**config.mk**
```make
export PLATFORM = sky130hd
export DESIGN_NAME = tx_clk_source
export DESIGN_NICKNAME = d
export VERILOG_FILES = /design/src/rtl/txc_pkg.sv /design/src/rtl/txc_rate_div.sv /design/src/rtl/txc_clk_sel.sv /design/src/rtl/txc_launch.sv /design/src/rtl/txc_freq_chk.sv /design/src/rtl/tx_clk_source.sv
export SDC_FILE = /design/constraint.sdc
export NUM_CORES = 1
export LEC_CHECK = 0
export BUFFER_PORTS_ARGS = -buffer_cell sky130_fd_sc_hd__buf_4
export CAP_MARGIN = 15
export CORE_MARGIN = 1
export CORE_UTILIZATION = 50
export DETAILED_ROUTE_END_ITERATION = 16
export GPL_TIMING_DRIVEN = 0
export PLACE_DENSITY = 0.67
export RECOVER_POWER = 50
export SLEW_MARGIN = 20
export SYNTH_ARGS = -nofsm -noshare
export SYNTH_HDL_FRONTEND = slang
export SYNTH_SLANG_ARGS = --single-unit
export TNS_END_PERCENT = 50
```
**constraint.sdc**
```tcl
create_clock -name clk -period 14.76 [get_ports clk]
set_clock_uncertainty 0.1 [all_clocks]
set_input_delay 3.69 -clock clk [delete_from_list [all_inputs] [get_ports clk]]
set_output_delay 3.69 -clock clk [all_outputs]
set_load 0.05 [all_outputs]
```
**src/rtl/txc_pkg.sv**
```systemverilog
package txc_pkg;

  // Rate codes above the last table entry fold onto the slowest rate.
  function automatic int unsigned txc_eff_code(input int unsigned code, input int unsigned n_rates);
    return (code >= n_rates) ? (n_rates - 1) : code;
  endfunction

  function automatic int unsigned txc_half_period(input int unsigned code, input int unsigned base_half,
                                                  input int unsigned n_rates);
    return base_half << txc_eff_code(code, n_rates);
  endfunction

  function automatic int unsigned txc_window(input int unsigned code, input int unsigned base_half,
                                             input int unsigned n_rates, input int unsigned periods);
    return periods * 2 * txc_half_period(code, base_half, n_rates);
  endfunction

  // ppm allowance rounded up, plus one count for window quantisation.
  function automatic int unsigned txc_slack(input int unsigned expected, input int unsigned ppm);
    longint unsigned prod;
    prod = longint'(expected) * longint'(ppm);
    return int'((prod + 64'd999999) / 64'd1000000) + 1;
  endfunction

endpackage

```
**src/rtl/txc_rate_div.sv**
```systemverilog
module txc_rate_div
  import txc_pkg::*;
#(
  parameter int unsigned RATE_W    = 3,
  parameter int unsigned NUM_RATES = 6,
  parameter int unsigned BASE_HALF = 2
) (
  input  logic              clk,
  input  logic              rst,
  input  logic              run,
  input  logic              restart,
  input  logic [RATE_W-1:0] rate_code,
  output logic              clk_lvl
);

  localparam int unsigned MAX_HALF = BASE_HALF << (NUM_RATES - 1);
  localparam int          CW       = $clog2(MAX_HALF + 1);

  logic [CW-1:0] cnt_q;
  logic [CW-1:0] half_m1;

  always_comb half_m1 = CW'(txc_half_period(32'(rate_code), BASE_HALF, NUM_RATES) - 1);

  always_ff @(posedge clk) begin
    if (rst || restart || !run) begin
      cnt_q   <= '0;
      clk_lvl <= 1'b0;
    end else if (cnt_q == half_m1) begin
      cnt_q   <= '0;
      clk_lvl <= ~clk_lvl;
    end else begin
      cnt_q <= cnt_q + 1'b1;
    end
  end

  // the phase counter never passes the terminal count of the selected rate
  p_cnt_in_range_r1: assert property (@(posedge clk) disable iff (rst) cnt_q <= half_m1);

endmodule

```
**src/rtl/txc_clk_sel.sv**
```systemverilog
module txc_clk_sel #(
  parameter int unsigned SYNC_STAGES = 2
) (
  input  logic clk,
  input  logic rst,
  input  logic ext_clk,
  input  logic use_ext,
  input  logic gen_clk,
  input  logic mask,
  output logic rise,
  output logic fall
);

  logic [SYNC_STAGES-1:0] sync_q;
  logic                   sel;
  logic                   prev_q;

  generate
    if (SYNC_STAGES == 1) begin : g_one
      always_ff @(posedge clk) begin
        if (rst) sync_q <= '0;
        else     sync_q <= ext_clk;
      end
    end else begin : g_chain
      always_ff @(posedge clk) begin
        if (rst) sync_q <= '0;
        else     sync_q <= {sync_q[SYNC_STAGES-2:0], ext_clk};
      end
    end
  endgenerate

  always_comb begin
    sel  = use_ext ? sync_q[SYNC_STAGES-1] : gen_clk;
    rise = !mask && sel && !prev_q;
    fall = !mask && !sel && prev_q;
  end

  always_ff @(posedge clk) begin
    if (rst) prev_q <= 1'b0;
    else     prev_q <= sel;
  end

endmodule

```
**src/rtl/txc_launch.sv**
```systemverilog
module txc_launch (
  input  logic clk,
  input  logic rst,
  input  logic rise,
  input  logic fall,
  input  logic valid_on_fall,
  input  logic d_pos,
  input  logic d_neg,
  output logic q_pos,
  output logic q_neg,
  output logic take
);

  logic launch;

  // Data moves on the edge opposite to the one it must be valid on.
  always_comb launch = valid_on_fall ? rise : fall;

  always_ff @(posedge clk) begin
    if (rst) begin
      q_pos <= 1'b0;
      q_neg <= 1'b0;
      take  <= 1'b0;
    end else begin
      take <= launch;
      if (launch) begin
        q_pos <= d_pos;
        q_neg <= d_neg;
      end
    end
  end

  // the rails hold whenever no launch strobe is shown
  p_hold_between_r6: assert property (@(posedge clk) disable iff (rst)
    !take |-> ($stable(q_pos) && $stable(q_neg)));

endmodule

```
**src/rtl/txc_freq_chk.sv**
```systemverilog
module txc_freq_chk
  import txc_pkg::*;
#(
  parameter int unsigned RATE_W      = 3,
  parameter int unsigned NUM_RATES   = 6,
  parameter int unsigned BASE_HALF   = 2,
  parameter int unsigned WIN_PERIODS = 4000,
  parameter int unsigned PPM_LIMIT   = 250
) (
  input  logic              clk,
  input  logic              rst,
  input  logic              active,
  input  logic              restart,
  input  logic [RATE_W-1:0] rate_code,
  input  logic              rise,
  output logic              out_of_tol
);

  localparam int unsigned MAX_WIN = WIN_PERIODS * 2 * (BASE_HALF << (NUM_RATES - 1));
  localparam int          WW      = $clog2(MAX_WIN + 1);
  localparam int unsigned SLACK   = txc_slack(WIN_PERIODS, PPM_LIMIT);
  localparam int unsigned LO_CNT  = (WIN_PERIODS > SLACK) ? (WIN_PERIODS - SLACK) : 0;
  localparam int unsigned HI_CNT  = WIN_PERIODS + SLACK;

  logic [WW-1:0] win_q;
  logic [WW-1:0] edges_q;
  logic [WW-1:0] win_last;
  logic [WW-1:0] total;

  always_comb begin
    win_last = WW'(txc_window(32'(rate_code), BASE_HALF, NUM_RATES, WIN_PERIODS) - 1);
    total    = edges_q + WW'(rise);
  end

  // Restart has priority over a window that closes in the same cycle.
  always_ff @(posedge clk) begin
    if (rst || restart || !active) begin
      win_q      <= '0;
      edges_q    <= '0;
      out_of_tol <= 1'b0;
    end else if (win_q == win_last) begin
      win_q      <= '0;
      edges_q    <= '0;
      out_of_tol <= (total < WW'(LO_CNT)) || (total > WW'(HI_CNT));
    end else begin
      win_q   <= win_q + 1'b1;
      edges_q <= total;
    end
  end

  // the window position stays inside the window of the selected rate
  p_win_range_r7: assert property (@(posedge clk) disable iff (rst) win_q <= win_last);

  // leaving external mode clears the alarm on the next edge
  p_idle_clear_r8: assert property (@(posedge clk) disable iff (rst) !active |=> !out_of_tol);

  // a restart discards any window result and starts a fresh window
  p_restart_wins_r9: assert property (@(posedge clk) disable iff (rst)
    restart |=> (!out_of_tol && win_q == '0));

endmodule

```
**src/rtl/tx_clk_source.sv**
```systemverilog
module tx_clk_source #(
  parameter int unsigned RATE_W      = 3,
  parameter int unsigned NUM_RATES   = 6,
  parameter int unsigned BASE_HALF   = 2,
  parameter int unsigned WIN_PERIODS = 4000,
  parameter int unsigned PPM_LIMIT   = 250,
  parameter int unsigned SYNC_STAGES = 2
) (
  input  logic              clk,
  input  logic              rst,
  input  logic              ext_mode,
  input  logic [RATE_W-1:0] rate_sel,
  input  logic              valid_on_fall,
  input  logic              ext_clk_in,
  input  logic              data_pos,
  input  logic              data_neg,
  output logic              tclk_out,
  output logic              tclk_oe,
  output logic              tpos,
  output logic              tneg,
  output logic              bit_take,
  output logic              freq_alarm
);

  logic [RATE_W-1:0] rate_q;
  logic              mode_q;
  logic              restart;
  logic              restart_d;
  logic              edge_mask;
  logic              gen_lvl;
  logic              clk_rise;
  logic              clk_fall;

  always_comb begin
    restart   = !rst && ((rate_sel != rate_q) || (ext_mode != mode_q));
    edge_mask = restart || restart_d;
  end

  always_ff @(posedge clk) begin
    if (rst) begin
      rate_q    <= '0;
      mode_q    <= 1'b0;
      restart_d <= 1'b0;
      tclk_oe   <= 1'b0;
    end else begin
      rate_q    <= rate_sel;
      mode_q    <= ext_mode;
      restart_d <= restart;
      tclk_oe   <= !ext_mode;
    end
  end

  txc_rate_div #(
    .RATE_W   (RATE_W),
    .NUM_RATES(NUM_RATES),
    .BASE_HALF(BASE_HALF)
  ) u_div (
    .clk      (clk),
    .rst      (rst),
    .run      (!mode_q),
    .restart  (restart),
    .rate_code(rate_q),
    .clk_lvl  (gen_lvl)
  );

  assign tclk_out = gen_lvl;

  txc_clk_sel #(
    .SYNC_STAGES(SYNC_STAGES)
  ) u_sel (
    .clk    (clk),
    .rst    (rst),
    .ext_clk(ext_clk_in),
    .use_ext(mode_q),
    .gen_clk(gen_lvl),
    .mask   (edge_mask),
    .rise   (clk_rise),
    .fall   (clk_fall)
  );

  txc_launch u_launch (
    .clk          (clk),
    .rst          (rst),
    .rise         (clk_rise),
    .fall         (clk_fall),
    .valid_on_fall(valid_on_fall),
    .d_pos        (data_pos),
    .d_neg        (data_neg),
    .q_pos        (tpos),
    .q_neg        (tneg),
    .take         (bit_take)
  );

  txc_freq_chk #(
    .RATE_W     (RATE_W),
    .NUM_RATES  (NUM_RATES),
    .BASE_HALF  (BASE_HALF),
    .WIN_PERIODS(WIN_PERIODS),
    .PPM_LIMIT  (PPM_LIMIT)
  ) u_chk (
    .clk       (clk),
    .rst       (rst),
    .active    (mode_q),
    .restart   (restart),
    .rate_code (rate_q),
    .rise      (clk_rise),
    .out_of_tol(freq_alarm)
  );

  // the enable follows the mode input with one register of delay
  p_oe_follow_r3: assert property (@(posedge clk) disable iff (rst)
    !$past(rst) |-> (tclk_oe == !$past(ext_mode)));

  // no clock is driven while the pad is released
  p_quiet_when_released_r3: assert property (@(posedge clk) disable iff (rst)
    !tclk_oe |-> !tclk_out);

endmodule

```
== After elaboration in Yosys (flattened, before gate mapping) ==
Index checks and enable logic that the tools add are counted.
W data, S select, Z words.

* Register bits after elaboration: 59
* Input port bits: 10
* Output and inout port bits: 6
* Logic and storage cells: 51

* Add/subtract/negate cells: 5
* $mul: 1
* Magnitude comparators: 3
* Equal/unequal tests: 4
* Shift-type cells: 1
* Mux-type cells: 3
* Bitwise logic cells: 1
* Reductions and logical operators: 19

{| class="wikitable"
|+ Operator list
! operator !! number
|-
| $mul A7 B32 Y13 const A || 1
|-
| $shl A2 B3 Y32 const A || 1
|-
| $add A19 B1 Y19 || 1
|-
| $add A19 B1 Y19 const B || 1
|-
| $eq A19 B19 Y1 || 1
|-
| $gt A19 B12 Y1 const B || 1
|-
| $lt A19 B12 Y1 const B || 1
|-
| $sub A19 B1 Y19 const B || 1
|-
| $add A7 B1 Y7 const B || 1
|-
| $eq A7 B7 Y1 || 1
|-
| $sub A7 B1 Y7 const B || 1
|-
| $logic_not A1 Y1 || 6
|-
| $logic_or A1 B1 Y1 || 6
|-
| $logic_and A1 B1 Y1 || 5
|-
| $reduce_or A2 Y1 || 2
|-
| $ge A3 B3 Y1 const B || 1
|-
| $mux W3 || 1
|-
| $ne A3 B3 Y1 || 1
|-
| $mux W1 || 2
|-
| $ne A1 B1 Y1 || 1
|-
| $not A1 Y1 || 1
|}

== Longest topological paths before layout ==
Gate-level depths: netlist (run 1).

* Depth in word-level cells: 10
* Mapped depth: 22
* Gate-level depth less buffers: 19

== Modules after synthesis ==
A second synthesis (run 1) with hierarchy kept.

* Cell total of the unflattened synthesis: 443
* Area, all modules: 3819.9 um2

{| class="wikitable"
|+ Modules (own cells, without submodules)
! module !! times used !! cells each !! area an instance (um2) !! sequential area each (um2)
|-
| txc_freq_chk || 1 || 354 || 2950.3 || 780.7
|-
| txc_rate_div || 1 || 50 || 427.9 || 160.2
|-
| tx_clk_source || 1 || 19 || 219.0 || 120.1
|-
| txc_launch || 1 || 11 || 122.6 || 60.1
|-
| txc_clk_sel || 1 || 9 || 100.1 || 60.1
|}

== Worst setup path before layout (run 1) ==
OpenSTA, ideal clock, no wires.

* Kind: input -> register
* Start point: in rate_sel[1]
* End point: reg u_chk.out_of_tol
* Setup time: 131 ps
* Arrival: 6427 ps
* Data required time: 14529 ps
* Path slack: 8102 ps
* Cell stages on the path: 14
* Cells stage by stage: xor2_1 -> nor3_1 -> a21oi_1 -> nor4_1 -> ha_1 -> ha_1 -> buf_2 -> nand3_2 -> or4_1 -> o21ai_0 -> a21oi_1 -> or3_1 -> o41ai_1 -> mux2i_1

* Word-level cells in the longest chain between the ends: 10

{| class="wikitable"
|+ RTL lines
! what !! RTL line !! RTL
|-
| start: declaration || tx_clk_source.sv:12 || <nowiki>input logic [RATE_W-1:0] rate_sel,</nowiki>
|-
| $ne A3 B3 Y1 * || tx_clk_source.sv:35 || <nowiki>restart = !rst && ((rate_sel != rate_q) || (ext_mode != mode_q));</nowiki>
|-
| $logic_or A1 B1 Y1 * || tx_clk_source.sv:35 ||
|-
| $logic_and A1 B1 Y1 * || tx_clk_source.sv:35 ||
|-
| $logic_or A1 B1 Y1 || tx_clk_source.sv:36 || <nowiki>edge_mask = restart || restart_d;</nowiki>
|-
| $logic_not A1 Y1 || txc_clk_sel.sv:34 || <nowiki>rise = !mask && sel && !prev_q;</nowiki>
|-
| $logic_and A1 B1 Y1 (2 in series) || txc_clk_sel.sv:34 ||
|-
| $add A19 B1 Y19 || txc_freq_chk.sv:32 || <nowiki>total = edges_q + WW'(rise);</nowiki>
|-
| $lt A19 B12 Y1 or $gt A19 B12 Y1 (tied branches) || txc_freq_chk.sv:44 || <nowiki>out_of_tol <= (total < WW'(LO_CNT)) || (total > WW'(HI_CNT));</nowiki>
|-
| $logic_or A1 B1 Y1 || txc_freq_chk.sv:44 ||
|-
| end signal: assignment || txc_freq_chk.sv:44 ||
|-
| end: declaration || txc_freq_chk.sv:16 || <nowiki>output logic out_of_tol</nowiki>
|}

Mark *: on every way between the ends. The rest lies on a longest branch, timed or not.
A chain may end at the register's enable or synchronous reset.

== Worst setup path after layout (run 1) ==
* Start point: in rate_sel[0]
* End point: reg u_chk.out_of_tol

The elaborated chain is that of the path after synthesis.

==> results of run 1 <==
-- power groups by stage --
stage               clock network (W)  registers [W]  logic (W)
detailed placement                  0       0.000165  0.0000869
finish                       0.000125       0.000162  0.0000866
floorplan                           0       0.000166  0.0000687
global route                 0.000136       0.000162  0.0000996
CTS                          0.000129       0.000162  0.0000878
global placement                    0       0.000165  0.0000857
-- synthesized netlist by cell type (3+ instances only) --
cell type	count
nor3b_1	3
a32oi_1	3
inv_1	31
or3_1	3
nand2b_1	4
nand3_1	24
nor2_1	72
nor4_1	7
nor3_1	6
a21oi_1	16
nand4_1	8
nand2_1	24
buf_2	6
dfxtp_1	59
xor2_1	33
o21ai_0	13
and2_1	4
mux2i_1	5
clkbuf_1	8
or2_2	4
and3_1	13
a21o_1	5
nor2b_1	9
ha_1	27
fa_1	11
xnor2_1	32
-- routing by layer --
| layer | part of all wire | GRT usage | vias up |
|---|---|---|---|
| met2 | 0.47 | 0.3257 | 25 |
| li1 | - | - | 1629 |
| met5 | 0 | 0 | - |
| met3 | 0.021 | 0.03114 | 12 |
| met1 | 0.49 | 0.2468 | 1400 |
| met4 | 0.018 | 0.07124 | 0 |
-- final timing paths --
kind / end / slack, ps / cells after the start
worst max-delay path: u_chk.out_of_tol$_SDFFE_PP0N_ / 7920 / 15
worst min-delay path: u_sel.sync_q[1]$_SDFF_PP0_ / 340 / 1
worst max register to register: u_chk.edges_q[7]$_SDFF_PP0_ / 8860 / 22
worst min register to register: u_sel.sync_q[1]$_SDFF_PP0_ / 340 / 1
-- cell type report --
cell class,instances,share of cell area
multi-input cells,364,0.5888
flip-flops and latches,59,0.2741
clock buffers,10,0.03194
well taps,99,0.02875
inverters,31,0.02700
plain buffers,20,0.02323
repair buffers,15,0.01916
clock inverters,5,0.006969
-- kinds of logic (layout without fill, tap and decap cells) --
| kind of cell | after synthesis | in the layout | share of synthesized area |
|---|---|---|---|
| xor+xnor | 65 | 65 | 0.1457 |
| simple gates | 193 | 193 | 0.2501 |
| compound gates | 52 | 52 | 0.08742 |
| buf+inv | 51 | 81 | 0.05699 |
| fa+ha+maj | 38 | 38 | 0.1428 |
| other cells | 2 | 11 | 0.001922 |
| mux | 5 | 5 | 0.01281 |
| flops | 59 | 59 | 0.3023 |
-- per-stage QoR --
| stage | power [W] | instance area, um2 |
|---|---|---|
| floorplan | 0.0002342 | 3941 |
| finish | 0.0003729 | 4309 |
| detailed placement | 0.0002521 | 4178 |
| CTS | 0.0003781 | 4345 |
| global route | 0.0003977 | 4309 |
| global placement | 0.0002509 | 4178 |
-- registers in the layout, indices dropped and copies added (netlist names) --
register,flops
restart_d,1
u_launch.q_neg,1
u_div.clk_lvl,1
u_chk.win_q,19
u_launch.take,1
u_sel.sync_q,2
rate_q,3
u_chk.edges_q,19
tclk_oe,1
u_chk.out_of_tol,1
u_div.cnt_q,7
u_sel.prev_q,1
mode_q,1
u_launch.q_pos,1
-- cell usage in the layout, fill, tap and decap left out, types with 2 or more instances in the layout --
cell,instances
clkbuf_1,19
a311oi_1,2
a211oi_1,2
clkinvlp_4,2
nand3_1,24
nor2_1,72
or3_1,3
ha_1,27
nand2_1,24
buf_6,2
buf_2,4
mux2i_1,5
a21oi_1,16
and2_1,4
xnor2_1,32
inv_1,31
conb_1,11
o21ai_0,14
buf_4,7
clkbuf_8,10
or2_2,4
nand2b_1,4
nor4_1,7
dfxtp_1,59
a32oi_1,3
nand3b_1,2
fa_1,11
a21o_1,5
nor3_1,6
clkinv_2,3
nor3b_1,3
and3_1,13
nand4_1,8
xor2_1,33
nor2b_1,9
==> run metrics, run 1 <==
FF-to-FF Start=rate_q[2]$_SDFF_PP0_; Area Overhead vs Synth=10.28%; Port Buffers=15; root buffer cell=clkbuf_8; multi-input logic area=0.002537 mm2; crit-path leading delay family=simple AND/OR/NAND/NOR gates; Initial DRC Count=126; Total GRT Usage=0.1927; EDFF count, synth=0; Ant. Diodes=0; sequential fraction of the synthesis area=0.3023; Worst Tran Pin Value=596.4 ps; Final Core Density=0.5817; crit path from=rate_sel[0]; RSZ-0062 raised after global routing=false; hold_buf cts=0; Slew Viols, Final=0; slowest CP cell=or4_1; WL final=7.289 mm; Place WS=between 7000 and 8000 ps; Final setup viols=0; Yosys reg bits=59; Sum Neg Setup Slack=0 ps; fin cells=603; Synth Instances=465; CP max FO=8; Hold WS=around 340 ps; clk_lat worst skew=330 ps; largest net degree at the start of global routing=11; CP peak stage delay=around 490 ps; initial antenna violation count=0; # H-tree levels=3; I/O pin cnt=16; Reg area=0.001181 mm2; global-route wire length before repair=about 13 mm; Pleak=between 1.5 and 2 nW; share of cells above drive strength 1=0.08135; vias in the first global route=approximately 2,900; drt pass-1 iters=4; Initial Util=0.5274; Wirelength per Cell=12.09 um; status=completed; Clk pwr share=0.334; FP Rows=31; vias per cell=5.085; post-DP HPWL=5.591 mm; Yosys cell types=between 50 and 60; combinational share of power=0.232; Clk pin slew, worst setup/hold paths=around 60 ps; Routed Antenna Nets=0; CP Data Arrival Time=6940 ps; Layout fillers=703; yosys warns=0; Worst Path Buf+Inv=2; PwrDens=86.53 mW/mm2; post-CTS resize count=0; DIE HEIGHT=90.40 um; sw frac=0.2954; FFs w/ async S/R, synth=0; Fin. Hold Viols=0; CTS tree=built; via count=3,066; CP Launch Type=input pin; CP Capture Type=flip-flop; CP required=14,860 ps; grt ovf=0; Post-CTS Setup Inserts=0; final worst-path cycle share=0.4635; hold_sp=u_sel.sync_q[0]$_SDFF_PP0_; clock period minus worst slack=6841 ps; worst setup margin=between 7000 and 8000 ps; # DRC=0; Synth area leaders=dfxtp_1, ha_1, xor2_1; Seq pwr share=0.433; Tightest Hold Check Type=flip-flop to flip-flop; crit path kind=input pin to flip-flop; Avg Cell Area, Syn=8.403 um2; Placer Congestion=0.8218; max-cap violations=0; CTS max path bufs=2; clk sinks=59; mapped cell area=0.003907 mm2; Yosys top cell by area=dfxtp_1; cells along the critical path=buf_4 -> xor2_1 -> nor3_1 -> a21oi_1 -> nor4_1 -> ha_1 -> ha_1 -> buf_2 -> nand3_2 -> or4_1 -> o21ai_0 -> a21oi_1 -> or3_1 -> o41ai_1 -> mux2i_1; Yosys top cell area share=0.3023; switching pwr=0.0001101 W; Slew headroom=0.6041; Top FF cell, synth=dfxtp_1; placed insts=588; die area=0.008172 mm2; die width=90.40 um; Max IR drop VDD=about 0.000074 V; Cell Int Power=between 0.0002 and 0.0003 W; total CTS buffers=9; core area=0.007408 mm2; Nets=around 550; f_max=0.1462 GHz
Power figures use the tool's default switching activity.
==> run 2, diff against run 1 <==
--- a/config.mk
+++ b/config.mk
@@ -5,13 +5,14 @@
 export SDC_FILE = /design/constraint.sdc
 export NUM_CORES = 1
 export LEC_CHECK = 0
+export ABC_AREA = 1
 export BUFFER_PORTS_ARGS = -buffer_cell sky130_fd_sc_hd__buf_4
 export CAP_MARGIN = 15
 export CORE_MARGIN = 1
 export CORE_UTILIZATION = 50
 export DETAILED_ROUTE_END_ITERATION = 16
 export GPL_TIMING_DRIVEN = 0
-export PLACE_DENSITY = 0.67
+export PLACE_DENSITY = 0.69
 export RECOVER_POWER = 50
 export SLEW_MARGIN = 20
 export SYNTH_ARGS = -nofsm -noshare
==> constraint.sdc (replaced) <==
create_clock -name clk -period 6.1 [get_ports clk]
set_clock_uncertainty 0.1 [all_clocks]
set_input_delay 1.525 -clock clk [delete_from_list [all_inputs] [get_ports clk]]
set_output_delay 1.525 -clock clk [all_outputs]
set_load 0.05 [all_outputs]
==> run 2 against run 1 <==
  * Critical path depth is 9 higher
  * Critical endpoint is now u_chk.edges_q[11]$_SDFF_PP0_
  * First-iteration DRC count increased by 8.7%
  * Combinational power grew 150%
  * Sequential power rose by 140%
  * Synthesized cell count increased by 38%
  * Clock-buffer cell count down 1
  * Via count grew 25%
  * Global-route usage up 2.8 points
  * Wire length rose by 19%
  * Final area grew 6.5%
  * Largest power group unchanged
==> run metrics, run 2 <==
CP required=6230 ps (-8630 ps); Tightest Hold Check Type=flip-flop to flip-flop; core area=0.007888 mm2 (+6.5%); EDFF count, synth=0 (unchanged); global-route wire length before repair=15.30 mm (+18%); mapped cell area=0.004170 mm2 (+6.7%); CP Data Arrival Time=5320 ps (-1620 ps); die width=93.33 um (+3.2%); I/O pin cnt=16 (unchanged); clk sinks=59 (unchanged); Fin. Hold Viols=0 (unchanged); multiplexer area fraction after synthesis=0.002400 (-0.01041); clk_lat worst skew=350 ps (+20 ps); hold_buf cts=0 (unchanged); worst r2r path cells=24 (+9.1%); hold_sp=u_sel.sync_q[0]$_SDFF_PP0_; met1 Use GR=0.2385 (-0.008395); max-cap violations=0 (unchanged); slowest CP cell=fa_1; Initial DRC Count=137 (+8.7%); Synth area leaders=dfxtp_1, nand2_1, nor2_1; Yosys reg bits=59 (unchanged); CP Capture Type=flip-flop; Layout fillers=797 (+13%); CTS max path bufs=2 (unchanged); clock period minus worst slack=5183 ps; Yosys top cell area share=0.2832 (-0.01905); via count=3,829 (+25%); CP Launch Type=flip-flop; CTS tree=built; FF-to-FF Start=rate_q[2]$_SDFF_PP0_; root buffer cell=clkbuf_8; FFs w/ async S/R, synth=0 (unchanged); WL final=8.656 mm (+19%); sequential fraction of the synthesis area=0.2832 (-0.01905); largest family of logic cells by synthesized area=simple AND/OR/NAND/NOR gates; Routed Antenna Nets=0 (unchanged); post-DP HPWL=6.859 mm (+23%); Hold Crit Endpoint=u_sel.sync_q[1]$_SDFF_PP0_; sw frac=0.3339 (+0.03855); Port Buffers=14 (-1); Total GRT Usage=0.2206 (+0.02789); register-to-register setup slack=920 ps (-7940 ps); Reg-to-Reg End=u_chk.edges_q[11]$_SDFF_PP0_; yosys warns=0 (unchanged); Ant. Diodes=0 (unchanged); Placer Congestion=0.9279 (+13%); Wirelength per Cell=11.03 um (-8.8%); fin cells=785 (+30%); Final setup viols=0 (unchanged); largest net degree at the start of global routing=14 (+3); Compound-Gate Fraction of Synth Area=0.04770 (-0.03971); Area Overhead vs Synth=10.05%; Sum Neg Setup Slack=0 ps (unchanged); RSZ-0062 raised after global routing=false; Post-CTS Setup Inserts=0 (unchanged); biggest regs=u_chk.edges_q x19, u_chk.win_q x19, u_div.cnt_q x7; CP max FO=10 (+2); Simple-Gate Fraction of Synth Area=0.3645 (+0.1145); DIE HEIGHT=93.33 um (+3.2%); f_max=0.1930 GHz; crit path kind=flip-flop to flip-flop; Clk pin slew, worst setup/hold paths=80 ps (+20 ps); Avg Cell Area, Syn=6.476 um2 (-23%); die area=0.008710 mm2 (+6.6%); placed insts=769 (+31%); vias in the first global route=3,703 (+28%); GRT busiest layer=met2; Max IR drop VDD=0.0001223 V (+66%); FP Rows=32 (+3.2%); Synth Instances=644 (+38%); Worst Tran Pin Value=608.1 ps (+11.63 ps); Cell Int Power=0.0006282 W (+140%); Worst Path Buf+Inv=8 (+6); grt ovf=0 (unchanged); total CTS buffers=9 (unchanged); share of cells above drive strength 1=0.06296 (-0.01839); area share of fa/ha/maj cells after synthesis=0.1338 (-0.008998); combinational share of power=0.229 (-0.003); CP peak stage delay=500 ps (about the same); Top FF cell, synth=dfxtp_1; # H-tree levels=3 (unchanged); # DRC=0 (unchanged); switching pwr=0.0003149 W (+190%); cells along the critical path=buf_6 -> inv_1 -> clkbuf_1 -> nand2_2 -> nor2_1 -> fa_1 -> inv_1 -> fa_1 -> inv_1 -> fa_1 -> fa_1 -> ha_1 -> xnor2_1 -> o21ai_0 -> nand2_1 -> nand3_1 -> nand2_1 -> inv_1 -> nor2_1 -> nand3_1 -> nand2_1 -> buf_6 -> buf_6 -> nor2_1; final worst-path cycle share=0.8496; Initial Util=0.5287 (+0.001267); drt pass-1 iters=7 (+3); Clk pwr share=0.357 (+0.023); Pleak=2.095 nW (+25%); post-CTS resize count=0 (unchanged); Yosys cell types=34 (-38%); worst setup margin=917.4 ps (-7002 ps); status=completed; most frequent cells in the layout=nand2_1, nor2_1, inv_1, dfxtp_1, nand3_1; Post-synth top cells=nand2_1, nor2_1, inv_1; PwrDens=205.5 mW/mm2 (+140%); CP Depth=24 (+9); Slew Viols, Final=0 (unchanged); initial antenna violation count=0 (unchanged); most common cell in the netlist=nand2_1; Slew headroom=0.5964 (-0.007721); Place WS=1155 ps (-6411 ps); grt met3 use=0.03821 (+0.007067); vias per cell=4.878 (-4.1%); commonest non-fill, non-tap cell in the layout=nand2_1; Yosys top cell by area=dfxtp_1; worst hold stages=2 (+1); XOR/XNOR Fraction of Synth Area=0.04620 (-0.09949); GR Layer Usage met2=0.4142 (+0.08852); crit-path leading delay family=adder cells; Seq pwr share=0.414 (-0.019); Nets=726 (+32%)
==> run 2: cell types whose count changed after synthesis, moves of 12 or more <==
| cell | previous run | this run |
|---|---|---|
| inv_1 | 31 | 112 |
| nand3_1 | 24 | 42 |
| xnor2_1 | 32 | 6 |
| and3_1 | 13 | 0 |
| xor2_1 | 33 | 16 |
| nand2_1 | 24 | 164 |
| nor2_1 | 72 | 115 |
| nor3_1 | 6 | 18 |
==> run 2: how the worst max path moves through the flow <==
stage	from	end	slack, ps
finish	rate_q[2]$_SDFF_PP0_	u_chk.edges_q[11]$_SDFF_PP0_	920
global route	rate_q[2]$_SDFF_PP0_	u_chk.win_q[8]$_SDFF_PP0_	380
CTS	rate_q[2]$_SDFF_PP0_	u_chk.edges_q[11]$_SDFF_PP0_	1110
detailed placement	rate_q[2]$_SDFF_PP0_	u_chk.edges_q[11]$_SDFF_PP0_	1160
global placement	rate_q[2]$_SDFF_PP0_	u_chk.edges_q[11]$_SDFF_PP0_	1230
floorplan	rate_q[2]$_SDFF_PP0_	u_chk.edges_q[11]$_SDFF_PP0_	1630
==> run 2: cell families after synthesis <==
logic type,Yosys count
flip-flops,59
AND/OR/NAND/NOR,364
other,2
AO/OA/AOI/OAI,35
buffers and inverters,123
multiplexers,1
adder cells (fa/ha/maj),38
XOR/XNOR,22
==> run 2: area by class of cell <==
| class | instances | area [um2] | share of cell area |
|---|---|---|---|
| Multi-Input combinational cell | 471 | 2521 | 0.5493 |
| Buffer | 9 | 66.31 | 0.01445 |
| Inverter | 114 | 427.9 | 0.09324 |
| Timing Repair Buffer | 14 | 82.58 | 0.01799 |
| Clock buffer | 9 | 123.9 | 0.02699 |
| Sequential cell | 59 | 1181 | 0.2574 |
| Tap cell | 102 | 127.6 | 0.02781 |
| Clock inverter | 7 | 58.81 | 0.01281 |
==> run 2: metal layers <==
| metal | part of all wire | wire [um] |
|---|---|---|
| met1 | 0.45 | 3871 |
| met2 | 0.50 | 4339 |
| met3 | 0.026 | 224 |
| met4 | 0.025 | 220 |
| met5 | 0 | 0 |
==> run 2: power by group through the flow <==
stage	Clock, W	Sequential, W	Combinational [W]
after floorplan	0	0.000401	0.000174
after global placement	0	0.000399	0.000212
after detailed placement	0	0.000399	0.000217
after CTS	0.000344	0.000390	0.000219
after global routing	0.000359	0.000391	0.000256
final	0.000337	0.000390	0.000216
==> run 2: through the flow <==
stage / util / hold WS, ps / area (um2) / total power (W)
after floorplan: - / 288.3 / 4204 / 0.0005743
after global placement: 0.5625 / 293.0 / 4437 / 0.0006111
after global routing: 0.5819 / 324.8 / 4589 / 0.001006
after CTS: 0.5857 / 310.2 / 4619 / 0.0009535
final: 0.5819 / 308.6 / 4589 / 0.0009431
after detailed placement: 0.5625 / 298.7 / 4437 / 0.0006159
==> run 2: worst register-to-register path, stage by stage, from the launching register on <==
cell and delay, ps:
dfxtp_1 310, buf_6 140, inv_1 90, clkbuf_1 410, nand2_2 120, nor2_1 360
fa_1 470, inv_1 100, fa_1 390, inv_1 90, fa_1 440, fa_1 510
ha_1 320, xnor2_1 170, o21ai_0 110, nand2_1 90, nand3_1 70, nand2_1 80
inv_1 40, nor2_1 90, nand3_1 110, nand2_1 110, buf_6 160, buf_6 160
nor2_1 50
